## src/rtl/mrr_pkg.sv

```systemverilog
package mrr_pkg;

  typedef enum logic [3:0] {
    LS_INV  = 4'd0,
    LS_SHR  = 4'd1,
    LS_EXC  = 4'd2,
    LS_OWN  = 4'd3,
    LS_DEX  = 4'd4,
    LS_MOD  = 4'd5,
    LS_OUPG = 4'd6,
    LS_EVO  = 4'd7,
    LS_EVM  = 4'd8,
    LS_TI   = 4'd9,
    LS_TS   = 4'd10,
    LS_TO   = 4'd11,
    LS_TD   = 4'd12,
    LS_TM   = 4'd13
  } lineState_e;

  typedef enum logic {
    RK_PLAIN  = 1'b0,
    RK_SHARED = 1'b1
  } rspKind_e;

  typedef struct packed {
    logic       serve;
    rspKind_e   kind;
    logic       useWb;
    logic       writeState;
    lineState_e newState;
  } ctrlStrobe_t;

endpackage

```

## src/rtl/mrr_ctrl.sv

```systemverilog
module mrr_ctrl
  import mrr_pkg::*;
(
  input  logic        fwdValid,
  input  logic [3:0]  lineState,
  input  logic        rspReady,
  output ctrlStrobe_t strobe,
  output logic        fwdReady,
  output logic        stateWe
);

  lineState_e curState;
  assign curState = lineState_e'(lineState);

  always_comb begin
    strobe = '{serve: 1'b0, kind: RK_SHARED, useWb: 1'b0,
               writeState: 1'b0, newState: curState};
    unique case (curState)
      LS_OWN, LS_OUPG: begin
        strobe.serve = 1'b1;
      end
      LS_DEX, LS_MOD: begin
        strobe.serve      = 1'b1;
        strobe.writeState = 1'b1;
        strobe.newState   = LS_OWN;
      end
      LS_EVO, LS_EVM: begin
        strobe.serve      = 1'b1;
        strobe.kind       = RK_PLAIN;
        strobe.useWb      = 1'b1;
        strobe.writeState = 1'b1;
        strobe.newState   = LS_EVO;
      end
      default: begin
        strobe.serve = 1'b0;
      end
    endcase
  end

  logic handshake;
  assign handshake = fwdValid && strobe.serve && rspReady;
  assign fwdReady  = handshake;
  assign stateWe   = handshake && strobe.writeState;

endmodule

```

## src/rtl/mrr_datapath.sv

```systemverilog
module mrr_datapath
  import mrr_pkg::*;
#(
  parameter int N   = 4,
  parameter int W   = 32,
  localparam int IDW = $clog2(N),
  localparam int ACW = $clog2(N + 1)
) (
  input  logic           clk,
  input  logic           rstN,
  input  ctrlStrobe_t    strobe,
  input  logic           fwdValid,
  input  logic [N-1:0]   fwdMask,
  input  logic [W-1:0]   lineData,
  input  logic           lineDirty,
  input  logic [W-1:0]   wbData,
  input  logic           wbDirty,
  output logic           rspValid,
  output logic [N-1:0]   rspDest,
  output logic           rspType,
  output logic [W-1:0]   rspData,
  output logic           rspDirty,
  output logic [ACW-1:0] rspAcks,
  output logic [3:0]     stateNew,
  input  logic           dataInValid,
  input  logic [IDW-1:0] dataInSender,
  input  logic           unblkReq,
  output logic           unblkValid,
  output logic [IDW-1:0] unblkOwner
);

  localparam logic [ACW-1:0] CACHE_COUNT = ACW'(N);

  assign rspValid = fwdValid && strobe.serve;
  assign rspDest  = fwdMask;
  assign rspType  = strobe.kind;
  assign rspData  = strobe.useWb ? wbData  : lineData;
  assign rspDirty = strobe.useWb ? wbDirty : lineDirty;
  assign rspAcks  = CACHE_COUNT;
  assign stateNew = strobe.newState;

  logic [IDW-1:0] curOwner;

  always_ff @(posedge clk) begin
    if (!rstN) begin
      curOwner <= '0;
    end else if (dataInValid) begin
      curOwner <= dataInSender;
    end
  end

  assign unblkValid = unblkReq;
  assign unblkOwner = curOwner;

endmodule

```

## src/rtl/merged_read_responder.sv

```systemverilog
module merged_read_responder
  import mrr_pkg::*;
#(
  parameter int N   = 4,
  parameter int W   = 32,
  localparam int IDW = $clog2(N),
  localparam int ACW = $clog2(N + 1)
) (
  input  logic           clk,
  input  logic           rstN,
  input  logic           fwdValid,
  output logic           fwdReady,
  input  logic [N-1:0]   fwdMask,
  input  logic [3:0]     lineState,
  input  logic [W-1:0]   lineData,
  input  logic           lineDirty,
  input  logic [W-1:0]   wbData,
  input  logic           wbDirty,
  output logic           rspValid,
  input  logic           rspReady,
  output logic [N-1:0]   rspDest,
  output logic           rspType,
  output logic [W-1:0]   rspData,
  output logic           rspDirty,
  output logic [ACW-1:0] rspAcks,
  output logic           stateWe,
  output logic [3:0]     stateNew,
  input  logic           dataInValid,
  input  logic [IDW-1:0] dataInSender,
  input  logic           unblkReq,
  output logic           unblkValid,
  output logic [IDW-1:0] unblkOwner
);

  ctrlStrobe_t strobe;

  mrr_ctrl u_ctrl (
    .fwdValid  (fwdValid),
    .lineState (lineState),
    .rspReady  (rspReady),
    .strobe    (strobe),
    .fwdReady  (fwdReady),
    .stateWe   (stateWe)
  );

  mrr_datapath #(.N(N), .W(W)) u_dp (
    .clk          (clk),
    .rstN         (rstN),
    .strobe       (strobe),
    .fwdValid     (fwdValid),
    .fwdMask      (fwdMask),
    .lineData     (lineData),
    .lineDirty    (lineDirty),
    .wbData       (wbData),
    .wbDirty      (wbDirty),
    .rspValid     (rspValid),
    .rspDest      (rspDest),
    .rspType      (rspType),
    .rspData      (rspData),
    .rspDirty     (rspDirty),
    .rspAcks      (rspAcks),
    .stateNew     (stateNew),
    .dataInValid  (dataInValid),
    .dataInSender (dataInSender),
    .unblkReq     (unblkReq),
    .unblkValid   (unblkValid),
    .unblkOwner   (unblkOwner)
  );

endmodule

```

## config.mk

```make
export PLATFORM = sky130hd
export DESIGN_NAME = merged_read_responder
export DESIGN_NICKNAME = d
export VERILOG_FILES = /design/src/rtl/mrr_pkg.sv /design/src/rtl/mrr_ctrl.sv /design/src/rtl/mrr_datapath.sv /design/src/rtl/merged_read_responder.sv
export SDC_FILE = /design/constraint.sdc
export NUM_CORES = 1
export LEC_CHECK = 0
export BUFFER_PORTS_ARGS = -buffer_cell sky130_fd_sc_hd__buf_2
export CORE_ASPECT_RATIO = 0.75
export CORE_UTILIZATION = 39
export CTS_BUF_LIST = sky130_fd_sc_hd__clkbuf_16
export CTS_CLUSTER_DIAMETER = 60
export CTS_CLUSTER_SIZE = 28
export DETAILED_ROUTE_END_ITERATION = 12
export GPL_ROUTABILITY_DRIVEN = 1
export PLACE_DENSITY = 0.79
export SYNTH_ARGS = -nofsm -noshare
export SYNTH_HDL_FRONTEND = slang
export SYNTH_SLANG_ARGS = --single-unit
```

## constraint.sdc

```tcl
create_clock -name clk -period 1.1 [get_ports clk]
set_clock_uncertainty 0.05 [all_clocks]
set_input_delay 0.11 -clock clk [delete_from_list [all_inputs] [get_ports clk]]
set_output_delay 0.11 -clock clk [all_outputs]
set_load 0.05 [all_outputs]
```

==> flow_metrics.env, run 1 <==
export IMPL_status="aborted with a tool error"
export IMPL_failed_stage="clock tree synthesis (4_1_cts)"
export IMPL_firstError="[ERROR DPL-0033] detailed placement checks failed during check placement."
export IMPL_port_buffers=119
export IMPL_synth_edff_count=0
export IMPL_clockBufferDepth=2
export IMPL_cts_hold_buffers=0
export IMPL_cts_setup_buffers=7
export IMPL_synth_top_area_cell="a211oi_2"
export IMPL_io_pins=133
export IMPL_dp_cells=443
export IMPL_ctsResizeCount=245
export IMPL_initial_core_util=0.422
export IMPL_synth_seq_cells=2
export IMPL_avgSynthCellArea_sq_um=7.23
export IMPL_cts_num_sinks=2
export IMPL_cts_made_buffers=3
export IMPL_die_h_microns=63.3
export IMPL_ys_async_sr_fraction=0
export IMPL_htree_levels=1
export IMPL_ys_top_cells_by_count="a21oi_1, nand2b_1, nor3_1, o22ai_1, or4b_1"
export IMPL_ys_types=30
export IMPL_gp_congestion=0.793
export IMPL_yosysMostFrequentCell="a21oi_1"
export IMPL_synth_top_cells_by_area="a211oi_2, or4b_1, nand2b_1, o22ai_1, a21oi_1"
export IMPL_place_hpwl_microns=5010
export IMPL_ys_seq_area_frac=0.0205
export IMPL_ys_flop_type="dfxtp_1"
export IMPL_clock_root_buffer="clkbuf_16"
export IMPL_synth_cells=270
export IMPL_synth_top_area_frac=0.186
export IMPL_chipWidth_microns=83.7
export IMPL_rows=21
export IMPL_yosys_warnings=0
export IMPL_synth_area_sq_um=1950
## cell families after synthesis
family | share of synthesized area
compound gates | 0.424
buf+inv | 0.134
simple gates | 0.408
flops | 0.0205
other cells | 0.00385
mux | 0.0103
## through the flow
stage | util | area [sq um] | setup slack, ns
3_5_place_dp | 0.679 | 3140 | -0.574
3_3_place_gp | 0.679 | 3140 | -0.535
2_1_floorplan | - | 2350 | -0.367
==> inputs of run 2 (changes only) <==
- CORE_ASPECT_RATIO: 0.75 -> not set
- CORE_UTILIZATION: 39 -> 40
- CTS_BUF_LIST: sky130_fd_sc_hd__clkbuf_16 -> not set
- CTS_CLUSTER_DIAMETER: 60 -> not set
- CTS_CLUSTER_SIZE: 28 -> not set
- PLACE_DENSITY: 0.79 -> not set
- PLACE_DENSITY_LB_ADDON: not set -> 0.15
- clock period: 1.1 -> 1.45 ns (I/O delays scaled with it)
==> flow_metrics.env, run 2 <==
export IMPL_synth_cells=270
export IMPL_area_growth_syn_to_layout_pct=124
export IMPL_viasPerCell=6.71
export IMPL_pwr_share_comb=0.877
export IMPL_p_int_uw=1050
export IMPL_critPathCaptureType="output pin"
export IMPL_place_hpwl_microns=4600
export IMPL_worstPathRequired_ns=1.25
export IMPL_ys_flop_type="dfxtp_1"
export IMPL_ys_top_cells_by_count="a21oi_1, nand2b_1, nor3_1, o22ai_1, or4b_1"
export IMPL_num_antenna_cells=0
export IMPL_layout_commonest_cell="buf_2"
export IMPL_routedWlPerCell_microns=24.3
export IMPL_cp_startpoint="lineState[2]"
export IMPL_cts_tree="built"
export IMPL_r2r_start="u_dp.unblkOwner[0]$_SDFFE_PN0P_"
export IMPL_post_dp_cell_area_sq_um=3040
export IMPL_yosys_warnings=0
export IMPL_cp_data_arrival_time_ns=1.44
export IMPL_drive_gt1_frac=0.779
export IMPL_p_sw_uw=1170
export IMPL_rsz0062_at_grt="yes"
export IMPL_wl_met2_microns=5540
export IMPL_ant_nets=0
export IMPL_wl_met3_microns=961
export IMPL_finalCriticalPeriod_ns=1.63
export IMPL_yosysMostFrequentCell="a21oi_1"
export IMPL_path_clk_slew_ns=0.02
export IMPL_avgSynthCellArea_sq_um=7.23
export IMPL_power_uw=2220
export IMPL_synth_top_area_frac=0.186
export IMPL_synth_seq_cells=2
export IMPL_p_clk_frac=0.096
export IMPL_drt_iter0_drc=366
export IMPL_fin_nets=483
export IMPL_ir_drop_v=0.000621
export IMPL_drv_cap=0
export IMPL_synth_top_cells_by_area="a211oi_2, or4b_1, nand2b_1, o22ai_1, a21oi_1"
export IMPL_violations="setup timing"
export IMPL_leakage_uw=0.00162
export IMPL_chipWidth_microns=71.9
export IMPL_initial_core_util=0.413
export IMPL_setup_violations=35
export IMPL_crit_path_start_kind="input pin"
export IMPL_synth_top_area_cell="a211oi_2"
export IMPL_io_pins=133
export IMPL_ys_seq_area_frac=0.0205
export IMPL_slew_viol_final=0
export IMPL_grt_total_usage=0.385
export IMPL_max_freq_mhz=613
export IMPL_r2r_end="u_dp.unblkOwner[0]$_SDFFE_PN0P_"
export IMPL_final_cell_area_sq_um=4380
export IMPL_die_h_microns=71.9
export IMPL_endpoint="rspData[2]"
export IMPL_final_cell_mix="buf_2, buf_6, nand2b_1"
export IMPL_grt_ovfl_total=0
export IMPL_cts_num_sinks=2
export IMPL_post_route_period_util=1.13
export IMPL_htree_levels=1
export IMPL_sequentialPowerShare=0.027
export IMPL_wl_met1_microns=4260
export IMPL_fin_tns_setup_ns=-4.53
export IMPL_min_path_type="input pin to flop"
export IMPL_rrSetupSlack_ns=0.81
export IMPL_worst_slack_ns=-0.182
export IMPL_grt_pass1_wl_microns=15600
export IMPL_clock_root_buffer="clkbuf_8"
export IMPL_cts_made_buffers=3
export IMPL_synth_area_sq_um=1950
export IMPL_status="finished, violations left"
export IMPL_port_buffers=119
export IMPL_crit_type="input pin to output pin"
export IMPL_cts_hold_buffers=0
export IMPL_ys_types=30
export IMPL_p_per_area_nw_per_um2=508
export IMPL_r2r_cells=2
export IMPL_gp_congestion=0.762
export IMPL_num_vias=3125
export IMPL_dp_cells=447
export IMPL_grt_pass1_vias=3120
export IMPL_antenna_found_initial=0
export IMPL_hold_ws_ns=0.123
export IMPL_stdcell_count=466
export IMPL_core_area_sq_um=4720
export IMPL_routed_wl_microns=11300
export IMPL_drc_errors=0
export IMPL_p_sw_frac=0.527
export IMPL_dieArea_sq_um=5160
export IMPL_critical_path_max_fanout=10
export IMPL_rows=25
export IMPL_drt_pass1_iter_count=5
export IMPL_grt_max_degree=29
export IMPL_clockBufferDepth=2
export IMPL_finalHoldViolations=0
export IMPL_ys_async_sr_fraction=0
export IMPL_highest_layer="met4"
export IMPL_insertion_delay_ns=0.20
export IMPL_synth_edff_count=0
export IMPL_largest_reg_flops=2
[run 2: cell families after synthesis]
family | synth area share
buf+inv | 0.134
other cells | 0.00385
compound gates | 0.424
mux | 0.0103
flops | 0.0205
simple gates | 0.408
[run 2: per-layer routing]
metal | global-route usage | up-vias
met3 | 0.0478 | 64
met1 | 0.469 | 1504
li1 | - | 1294
met4 | 0.172 | 0
met5 | 0 | -
met2 | 0.676 | 263
[run 2: power groups by stage]
| stage | Sequential, uW | Combinational (uW) | Clock [uW] |
|---|---|---|---|
| floorplan | 72.4 | 1050 | 0 |
| global placement | 60.8 | 1370 | 0 |
| detailed placement | 61.0 | 1380 | 0 |
| CTS | 60.5 | 1830 | 219 |
| global route | 60.7 | 2000 | 221 |
| finish | 60.4 | 1950 | 213 |
[run 2: stage by stage]
stage                      util  setup slack [ns]
after floorplan               -            -0.211
after CTS                 0.914            -0.121
after global routing      0.927            -0.207
after global placement    0.643            -0.267
after detailed placement  0.643            -0.299
final                     0.927            -0.182
[run 2: area by class of cell]
cell class	count	area, sq um
timing repair buffer	170	1660
multi-input combinational	224	2560
fill	171	344
tap	67	83.8
clock buffer	3	41.3
sequential	2	40.0
[run 2: timing repair]
action | in CTS | in global routing
setup buffers | 5 | 0
endpoints found under the setup margin | 39 | 40
gates cloned | 12 | 0
resized for setup | 217 | 23
pin swaps | 49 | 13
[run 2: worst min-delay path by stage]
stage	start	to	slack, ns	depth (start not counted)
3_3_place_gp	fwdMask[3]	rspDest[3]	0.24	0
4_1_cts	rstN	u_dp.unblkOwner[0]$_SDFFE_PN0P_	0.12	2
2_1_floorplan	rstN	u_dp.unblkOwner[0]$_SDFFE_PN0P_	0.22	1
6_report	rstN	u_dp.unblkOwner[1]$_SDFFE_PN0P_	0.12	2
3_5_place_dp	fwdMask[3]	rspDest[3]	0.24	0
5_1_grt	rstN	u_dp.unblkOwner[1]$_SDFFE_PN0P_	0.14	2
[run 2: critical path, cell delays in order]
cell and delay (ns):
buf_12 0.13, buf_12 0.14, nor3b_4 0.22, buf_4 0.17
buf_16 0.15, nor3_2 0.08, a211oi_4 0.20, buf_6 0.20
Note: power is estimated with default switching activity, not from simulation.
==> inputs of run 3 (changes only) <==
- CORE_AREA: not set -> 2 2 63 65
- CORE_UTILIZATION: 40 -> not set
- DIE_AREA: not set -> 0 0 65 67
- SYNTH_HIERARCHICAL: not set -> 1
==> flow_metrics.env, run 3 <==
export IMPL_status="finished, violations left"
export IMPL_violations="setup timing"
export IMPL_place_hpwl_microns=2640
export IMPL_grt_pass1_wl_microns=4840
export IMPL_area_growth_syn_to_layout_pct=113
export IMPL_final_cell_area_sq_um=1900
export IMPL_grt_use_met1=0.128
export IMPL_num_antenna_cells=0
export IMPL_viasPerCell=4.19
export IMPL_drt_iter0_drc=15
export IMPL_gr_usage_met2=0.293
export IMPL_drc_errors=0
export IMPL_dieArea_sq_um=4360
export IMPL_grt_total_usage=0.143
export IMPL_dp_cells=236
export IMPL_cts_num_sinks=2
export IMPL_clockBufferDepth=2
export IMPL_fin_nets=283
export IMPL_gp_congestion=0.723
export IMPL_grt_pass1_vias=1083
export IMPL_drv_cap=0
export IMPL_min_path_type="input pin to flop"
export IMPL_crit_type="input pin to output pin"
export IMPL_chipWidth_microns=65
export IMPL_met3_usage=0.0574
export IMPL_p_per_area_nw_per_um2=621
export IMPL_drt_pass1_iter_count=4
export IMPL_cp_startpoint="lineState[2]"
export IMPL_ant_nets=0
export IMPL_critical_path_max_fanout=8
export IMPL_htree_levels=1
export IMPL_antenna_found_initial=0
export IMPL_grt_ovfl_total=0
export IMPL_drive_gt1_frac=0.905
export IMPL_cp_cell_sequence="buf_8 -> nor2b_4 -> a32oi_2 -> clkinv_2 -> buf_4 -> buf_16 -> mux2_4 -> buf_6"
export IMPL_rrSetupSlack_ns=0.81
export IMPL_finalCriticalPeriod_ns=1.66
export IMPL_setup_violations=33
export IMPL_hold_ws_ns=0.116
export IMPL_num_vias=1035
export IMPL_cts_tree="built"
export IMPL_avgSynthCellArea_sq_um=11.4
export IMPL_clock_root_buffer="clkbuf_8"
export IMPL_rsz0062_at_grt="yes"
export IMPL_post_dp_cell_area_sq_um=1500
export IMPL_largest_reg_flops=2
export IMPL_top_usage_layer="met2"
export IMPL_cpPeakStageDelay_ns=0.30
export IMPL_critPathCaptureType="output pin"
export IMPL_worstPathRequired_ns=1.25
export IMPL_final_cell_mix="buf_2, mux2_4, buf_6"
export IMPL_path_clk_slew_ns=0.03
export IMPL_max_freq_mhz=604
export IMPL_finalHoldViolations=0
export IMPL_r2r_cells=2
export IMPL_worst_slack_ns=-0.207
export IMPL_cp_slowest_cell="mux2_4"
export IMPL_post_route_period_util=1.14
export IMPL_r2r_end="u_dp/unblkOwner[0]$_SDFFE_PN0P_"
export IMPL_leakage_uw=0.00102
export IMPL_layout_commonest_cell="buf_2"
export IMPL_stdcell_count=247
export IMPL_insertion_delay_ns=0.21
export IMPL_fin_util=0.527
export IMPL_hold_path_depth=2
export IMPL_die_h_microns=67
export IMPL_r2r_start="u_dp/unblkOwner[0]$_SDFFE_PN0P_"
export IMPL_core_area_sq_um=3610
export IMPL_cts_hold_buffers=0
export IMPL_synth_area_sq_um=892
export IMPL_ir_drop_v=0.000397
export IMPL_synth_cells=78
export IMPL_fillers=336
export IMPL_hold_end="u_dp/unblkOwner[0]$_SDFFE_PN0P_"
export IMPL_slew_viol_final=0
export IMPL_hold_start="rstN"
export IMPL_crit_path_start_kind="input pin"
export IMPL_initial_core_util=0.247
export IMPL_rows=22
export IMPL_cp_data_arrival_time_ns=1.46
export IMPL_io_pins=133
export IMPL_cts_made_buffers=3
export IMPL_routed_wl_microns=3380
export IMPL_port_buffers=119
export IMPL_pre_cts_slack_ns=-0.319
export IMPL_grt_max_degree=10
export IMPL_routedWlPerCell_microns=13.7
export IMPL_yosys_warnings=6
run 3: repair_timing:
item                                    in CTS  in global routing
setup buffers                                4                  1
gates resized for setup                     72                  5
endpoints found under the setup margin      33                 36
cloned                                       3                  0
pin swaps                                    1                  1
run 3: through the flow:
step / total power, uW / setup TNS (ns)
finish: 1180 / -6.37
global route: 1240 / -9.20
CTS: 1190 / -6.25
detailed placement: 818 / -10.10
global placement: 810 / -8.89
floorplan: 659 / 0
run 3: worst max-delay path by stage:
stage                        to  slack [ns]  cells past startpoint
floorplan            rspData[0]       0.009                      7
global placement    rspData[18]       -0.28                      7
detailed placement  rspData[15]       -0.32                      7
CTS                 rspData[12]       -0.20                      8
global route        rspData[12]       -0.29                      8
finish              rspData[12]       -0.21                      8
run 3: final cells by class:
cell class	instances	area, sq um	share of cell area
timing repair buffer	135	1060	0.557
multi-input combinational	57	693	0.364
tap	48	60.1	0.0316
clock buffer	3	41.3	0.0217
sequential	2	40.0	0.0211
inverter	2	8.76	0.00461
run 3: per-layer routing:
| metal | share of wire | up-vias |
|---|---|---|
| met5 | 0 | - |
| met3 | 0.14 | 2 |
| li1 | - | 507 |
| met2 | 0.57 | 68 |
| met1 | 0.29 | 458 |
| met4 | 0.0077 | 0 |
run 3: worst max-delay path: cells and delay by family:
family | cells | cell delay [ns]
buf+inv | 5 | 0.67
mux | 1 | 0.30
compound gates | 1 | 0.21
simple gates | 1 | 0.12
run 3: power by group:
| part | internal [uW] | switching, uW |
|---|---|---|
| Clock | 175 | 39.7 |
| Combinational | 411 | 495 |
| Sequential | 58.9 | 1.42 |
| Total | 645 | 536 |
